File: src/rtl/exc_pkg.sv
// Shared constants and helpers for the exception dispatch unit.
// Assumes a 32-bit machine-state word and nine fixed exception sources.
package exc_pkg;
    localparam int NUM_SRC   = 9;
    localparam int IDX_W     = 4;
    localparam int FIRST_ASY = 6;
    localparam logic [31:0] SAVE_MASK  = 32'h87C0_FFFF;
    localparam logic [31:0] CLEAR_MASK = 32'h0004_EF36;
    localparam int EE_BIT  = 15;
    localparam int ILE_BIT = 16;

    typedef enum logic [IDX_W-1:0] {
        SRC_IFETCH = 4'd0,
        SRC_PROG   = 4'd1,
        SRC_SCALL  = 4'd2,
        SRC_FPOFF  = 4'd3,
        SRC_DACC   = 4'd4,
        SRC_ALIGN  = 4'd5,
        SRC_EXT    = 4'd6,
        SRC_PERF   = 4'd7,
        SRC_DEC    = 4'd8
    } src_e;

    // Vector address for a source index.
    function automatic logic [31:0] vector_of(input logic [IDX_W-1:0] idx);
        case (idx)
            SRC_IFETCH: vector_of = 32'h0000_0400;
            SRC_PROG:   vector_of = 32'h0000_0700;
            SRC_SCALL:  vector_of = 32'h0000_0C00;
            SRC_FPOFF:  vector_of = 32'h0000_0800;
            SRC_DACC:   vector_of = 32'h0000_0300;
            SRC_ALIGN:  vector_of = 32'h0000_0600;
            SRC_EXT:    vector_of = 32'h0000_0500;
            SRC_PERF:   vector_of = 32'h0000_0F00;
            default:    vector_of = 32'h0000_0900;
        endcase
    endfunction

    // True when the source resumes after the faulting instruction (saves next PC).
    function automatic logic saves_next(input logic [IDX_W-1:0] idx);
        case (idx)
            SRC_PROG, SRC_FPOFF, SRC_DACC, SRC_ALIGN: saves_next = 1'b0;
            default:                                  saves_next = 1'b1;
        endcase
    endfunction
endpackage

File: src/rtl/exc_pending.sv
// Pending flag register: one flag per source.
// A set strobe wins over a clear of the same flag in the same cycle.
module exc_pending #(
    parameter int N = 9
) (
    input  logic         clk,
    input  logic         rst_n,
    input  logic [N-1:0] set_i,
    input  logic [N-1:0] clr_i,
    output logic [N-1:0] pend_o
);
    logic [N-1:0] pend_q;

    // Update flags: clear served bit, then OR in new requests.
    always_ff @(posedge clk) begin
        if (!rst_n) pend_q <= '0;
        else        pend_q <= (pend_q & ~clr_i) | set_i;
    end

    assign pend_o = pend_q;
endmodule

File: src/rtl/exc_arbiter.sv
// Fixed-priority selector: the lowest eligible index wins.
// Sources at or above FIRST_ASY are masked unless the enable input is high.
module exc_arbiter #(
    parameter int N         = 9,
    parameter int IW        = 4,
    parameter int FIRST_ASY = 6
) (
    input  logic [N-1:0]  pend_i,
    input  logic          ee_i,
    output logic          ok_o,
    output logic [IW-1:0] idx_o
);
    logic [N-1:0] elig;

    // Build eligibility mask per source.
    generate
        for (genvar g = 0; g < N; g++) begin : g_elig
            if (g >= FIRST_ASY) begin : g_asy
                assign elig[g] = pend_i[g] & ee_i;
            end else begin : g_syn
                assign elig[g] = pend_i[g];
            end
        end
    endgenerate

    // Scan from lowest priority upward so the highest priority overwrites.
    always_comb begin
        ok_o  = 1'b0;
        idx_o = '0;
        for (int i = N - 1; i >= 0; i--) begin
            if (elig[i]) begin
                ok_o  = 1'b1;
                idx_o = i[IW-1:0];
            end
        end
    end
endmodule

File: src/rtl/exc_update.sv
// Computes the register values written when a given source is dispatched.
// Purely combinational; the caller decides whether to commit them.
module exc_update
    import exc_pkg::*;
#(
    parameter int XW = 32
) (
    input  logic [IDX_W-1:0] idx_i,
    input  logic [XW-1:0]    pc_i,
    input  logic [XW-1:0]    npc_i,
    input  logic [XW-1:0]    msr_i,
    output logic [XW-1:0]    save_pc_o,
    output logic [XW-1:0]    save_msr_o,
    output logic [XW-1:0]    msr_o,
    output logic [XW-1:0]    vec_o
);
    // Return address chooses the current or next PC by source.
    assign save_pc_o = saves_next(idx_i) ? npc_i : pc_i;

    // Saved state: masked word plus per-source cause bits.
    always_comb begin
        save_msr_o = msr_i & SAVE_MASK;
        if (idx_i == SRC_IFETCH) save_msr_o[30] = 1'b1;
        if (idx_i == SRC_PROG)   save_msr_o[17] = 1'b1;
    end

    // New state: copy the exception-endian bit to bit 0, then clear the mask.
    always_comb begin
        msr_o    = msr_i;
        msr_o[0] = msr_i[0] | msr_i[ILE_BIT];
        msr_o    = msr_o & ~CLEAR_MASK;
    end

    assign vec_o = vector_of(idx_i);
endmodule

File: src/rtl/exc_dispatch.sv
// Top of the exception dispatch unit. Holds pending flags and the
// architectural result registers, and serves one exception per check.
// Assumes the core presents pc_i, npc_i and msr_i valid with check_i.
module exc_dispatch
    import exc_pkg::*;
#(
    parameter int XW = 32,
    parameter int N  = NUM_SRC
) (
    input  logic          clk,
    input  logic          rst_n,
    input  logic [N-1:0]  set_i,
    input  logic          check_i,
    input  logic [XW-1:0] pc_i,
    input  logic [XW-1:0] npc_i,
    input  logic [XW-1:0] msr_i,
    output logic          taken_o,
    output logic [3:0]    cause_o,
    output logic [XW-1:0] save_pc_o,
    output logic [XW-1:0] save_msr_o,
    output logic [XW-1:0] msr_o,
    output logic [XW-1:0] pc_o,
    output logic [XW-1:0] npc_o,
    output logic [N-1:0]  pend_o
);
    logic [N-1:0]     pend, clr;
    logic             ok, fire;
    logic [IDX_W-1:0] idx;
    logic [XW-1:0]    n_save_pc, n_save_msr, n_msr, n_vec;

    exc_pending #(.N(N)) u_pend (
        .clk(clk), .rst_n(rst_n), .set_i(set_i), .clr_i(clr), .pend_o(pend)
    );

    exc_arbiter #(.N(N), .IW(IDX_W), .FIRST_ASY(FIRST_ASY)) u_arb (
        .pend_i(pend), .ee_i(msr_i[EE_BIT]), .ok_o(ok), .idx_o(idx)
    );

    exc_update #(.XW(XW)) u_upd (
        .idx_i(idx), .pc_i(pc_i), .npc_i(npc_i), .msr_i(msr_i),
        .save_pc_o(n_save_pc), .save_msr_o(n_save_msr),
        .msr_o(n_msr), .vec_o(n_vec)
    );

    assign fire = check_i & ok;
    assign clr  = fire ? (N'(1) << idx) : '0;

    // Commit dispatch results; hold everything otherwise.
    always_ff @(posedge clk) begin
        if (!rst_n) begin
            taken_o    <= 1'b0;
            cause_o    <= '0;
            save_pc_o  <= '0;
            save_msr_o <= '0;
            msr_o      <= '0;
            pc_o       <= '0;
            npc_o      <= '0;
        end else begin
            taken_o <= fire;
            cause_o <= fire ? 4'(idx) + 4'd1 : 4'd0;
            if (fire) begin
                save_pc_o  <= n_save_pc;
                save_msr_o <= n_save_msr;
                msr_o      <= n_msr;
                pc_o       <= n_vec;
                npc_o      <= n_vec;
            end
        end
    end

    assign pend_o = pend;
endmodule

File: config.mk
export PLATFORM = sky130hd
export DESIGN_NAME = exc_dispatch
export DESIGN_NICKNAME = d
export VERILOG_FILES = /design/src/rtl/exc_pkg.sv /design/src/rtl/exc_pending.sv /design/src/rtl/exc_arbiter.sv /design/src/rtl/exc_update.sv /design/src/rtl/exc_dispatch.sv
export SDC_FILE = /design/constraint.sdc
export NUM_CORES = 1
export LEC_CHECK = 0
export ABC_AREA = 1
export CAP_MARGIN = 10
export CORE_MARGIN = 2
export CORE_UTILIZATION = 30
export DETAILED_ROUTE_END_ITERATION = 6
export GPL_ROUTABILITY_DRIVEN = 0
export GPL_TIMING_DRIVEN = 1
export PLACE_DENSITY = 0.69
export SLEW_MARGIN = 30
export SYNTH_ARGS = -nofsm -noshare
export SYNTH_HDL_FRONTEND = slang
export SYNTH_SLANG_ARGS = --single-unit
File: constraint.sdc
create_clock -name clk -period 2.52 [get_ports clk]
set_clock_uncertainty 0.05 [all_clocks]
set_input_delay 0.504 -clock clk [delete_from_list [all_inputs] [get_ports clk]]
set_output_delay 0.504 -clock clk [all_outputs]
set_load 0.01 [all_outputs]
==> run_results.csv <==
group,metric,value,unit
synth,yosys_warnings,0,
clock_tree,cts_sinks,84,
synth,synth-compound-area-share,13.4,%
setup_path,crit_slowest_cell,"clkdlybuf4s50_1",
layout,fin_nets,946,
clock_tree,cts_root_buf,"clkbuf_16",
synth,synth_top_family_by_area,"buffers and inverters",
timing,setup_viol,0,
floorplan,die_w,127,um
setup_path,crit_path_cell_trace,"clkdlybuf4s50_1 > o21ai_1 > inv_1 > nand2_1 > nand3_1 > nand3_2 > inv_1 > ha_1 > nand2_1 > nand2_1 > nand2_4 > buf_12 > nand3_1 > nand2_1 > nor2_1 > nor2_1",
clock_tree,cts_inserted_buffers,9,
timing,relSlewSlack,61.1,%
layout,n_fill_cell,1479,
layout,antenna_cells,0,
synth,synth_top_area_share,37.2,%
global_routing,grt_pass1_vias,3934,
global_routing,grtUsageTotal,15.1,%
routing,routedWlPerCell,12.3,um
synth,ys.flop_type,"dfxtp_1",
synth,synthSimpleGateAreaFrac,23.1,%
synth,synth_fa_ha_area_share,1.66,%
place,placed_area,6480,um2
routing,drtIter0Drc,137,
layout,syn2layout_area_growth,51.4,%
setup_path,critPathLaunchType,"input pin",
global_routing,grt_max_degree,63,
floorplan,num_rows,44,
synth,synth_xor_xnor_area_share,0,%
floorplan,die_h,127,um
clock_tree,clk_pin_slew,60,ps
min_path,min_path_type,"flip-flop to flip-flop",
clock_tree,clk_latency,340,ps
clock_tree,htree_levels,3,
place,io_buffer_count,204,
setup_path,endpoint_kind,"flip-flop",
power,p_leak,3.10,nW
synth,yosysUniqueCellTypes,25,
clock_tree,cts_tree,"yes",
synth,synth_enable_flop_cells,0,
floorplan,core_area,14600,um2
timing,holdWs,412,ps
routing,ant_nets,0,
synth,synth_cells,638,
global_routing,antenna_found_initial,0,
clock_tree,clock_path_buffers,2,
place,dp_hpwl,9080,um
timing,period_share,92.7,%
setup_path,crit_arrival,2520,ps
synth,avgSynthCellArea,7.09,um2
global_routing,grt_pass1_wl,19700,um
setup_path,crit_top_cell,"nand2_1",
timing,fin_ws,184,ps
floorplan,start_util,30.9,%
outcome,status,"finished, final reports clean",
synth,synth_area_leaders,"dfxtp_1, buf_4, nor2_1, o21ai_0, a21oi_1",
routing,drt_wl_total,12600,um
synth,seq_area_frac_synth,37.2,%
routing,via_per_inst,4.27,
routing,first_pass_iters,4,
routing,num_vias,4357,
setup_path,required,2700,ps
synth,muxShareOfSynthArea,0,%
setup_path,max_stage_delay,510,ps
setup_path,crit_type,"input pin to flip-flop",
clock_tree,hold_buffers,0,
power,powerDensity,615,nW/um2
power,ir_drop,0.352,mV
timing,finalMaxSlewViolations,0,
layout,postLayoutCellArea,6850,um2
flow_run,maxCapViolations,0,
power,total_power,4.21,mW
routing,drc,0,
synth,synth_top_area_cell,"dfxtp_1",
setup_path,critPathMaxFanout,20,
timing,tightest_slew,583,ps
floorplan,die-area,16100,um2
synth,synth_area,4530,um2
timing,max_freq,428,MHz
synth,ys_ff_latch,84,
synth,async_flop_share,0,%
place,dp_slack,-201,ps
layout,final_core_util,46.8,%
timing,fin_crit,2340,ps
timing,grt_setup_unrepaired,"false",
layout,drive_gt1_share,7.53,%
timing,hold_violations,0,
floorplan,ios,282,
global_routing,gr-total-overflow,0,
metal layers:
| layer | GRT usage [%] | wire length (um) | up-vias |
|---|---|---|---|
| met1 | 19.2 | 5660 | 1963 |
| met5 | 0 | 0 | - |
| met4 | 6.21 | 239 | 0 |
| met2 | 25.3 | 6100 | 155 |
| met3 | 2.66 | 606 | 16 |
| li1 | - | - | 2223 |
Yosys cell counts (all sizes together) (3+ instances only):
master,instances
a21oi,51
buf,110
clkbuf,15
dfxtp,84
ha,6
inv,54
nand2,68
nand3,40
nand4,3
nor2,137
o21ai,67
report_power, final:
group | leakage (nW) | internal (mW) | switching, mW
logic | 2.23 | 0.598 | 0.543
registers | 0.697 | 1.45 | 0.0635
clock network | 0.169 | 0.996 | 0.567
total | 3.10 | 3.04 | 1.17
repair_timing:
item | 4_1_cts | 5_1_grt
buffers inserted | 0 | 1
endpoints found under the setup margin | 0 | 28
resized for setup | 0 | 5
cell usage in the layout (no fill, tap or decap):
master             n
nand3_1           38
dfxtp_1           84
ha_1               5
nor2_2             1
a21oi_2            1
nand2_1           63
clkbuf_8           1
nand2_4            2
o21ai_1            2
buf_4             21
conb_1            76
nand4_1            2
clkinvlp_4         1
buf_2              1
a21oi_4            1
clkinv_2           1
inv_2              3
o21ai_0           65
buf_12             8
nand2_2            3
nor2_1           134
clkinv_1           1
clkinv_4           1
clkdlybuf4s50_1  203
nand3_2            2
a31oi_1            1
bufinv_16          3
nand4_4            1
ha_2               1
clkbuf_16          9
nor2_4             2
inv_1             51
a21oi_1           49
flip-flops by register name (all words and copies together) (netlist names):
register	flops
save_pc_o	32
msr_o	20
save_msr_o	14
u_pend.pend_o	9
cause_o	4
npc_o	4
taken_o	1
kinds of logic after synthesis:
| logic type | count (synthesis) |
|---|---|
| simple gates | 248 |
| buf+inv | 180 |
| compound gates | 119 |
| flops | 84 |
| fa+ha+maj | 6 |
| other cells | 1 |
final timing paths:
check / start / endpoint / slack, ps / depth (start not counted)
hold reg to reg: save_msr_o[17] / save_msr_o[17] / 410 / 2
setup reg to reg: u_pend.pend_o[4] / save_pc_o[17] / 430 / 14
hold / removal: save_msr_o[17] / save_msr_o[17] / 410 / 2
setup / recovery: msr_i[15] / save_pc_o[17] / 180 / 16
worst max-delay path: cells and delay by family:
kind	cells	cell delay (ps)
AOI/OAI and AO/OA	1	100
buffers and inverters	4	840
adders and majority gates	1	170
and+or+nand+nor	10	890
layout make-up:
| class | count | area [um2] | share of cell area [%] |
|---|---|---|---|
| clock inverters | 6 | 111 | 1.63 |
| multi-input cells | 449 | 2030 | 29.6 |
| flip-flops and latches | 84 | 1680 | 24.5 |
| repair buffers | 233 | 2350 | 34.4 |
| clock buffers | 10 | 239 | 3.49 |
| well taps | 184 | 230 | 3.36 |
| inverters | 55 | 206 | 3.01 |
per-stage QoR:
stage / setup TNS (ps) / instances
CTS: 0 / 1020
global placement: -4350 / 1004
global route: 0 / 1021
detailed placement: -5250 / 1004
floorplan: 0 / 713
finish: 0 / 1021
No activity file was read; power rests on OpenSTA's default activity.
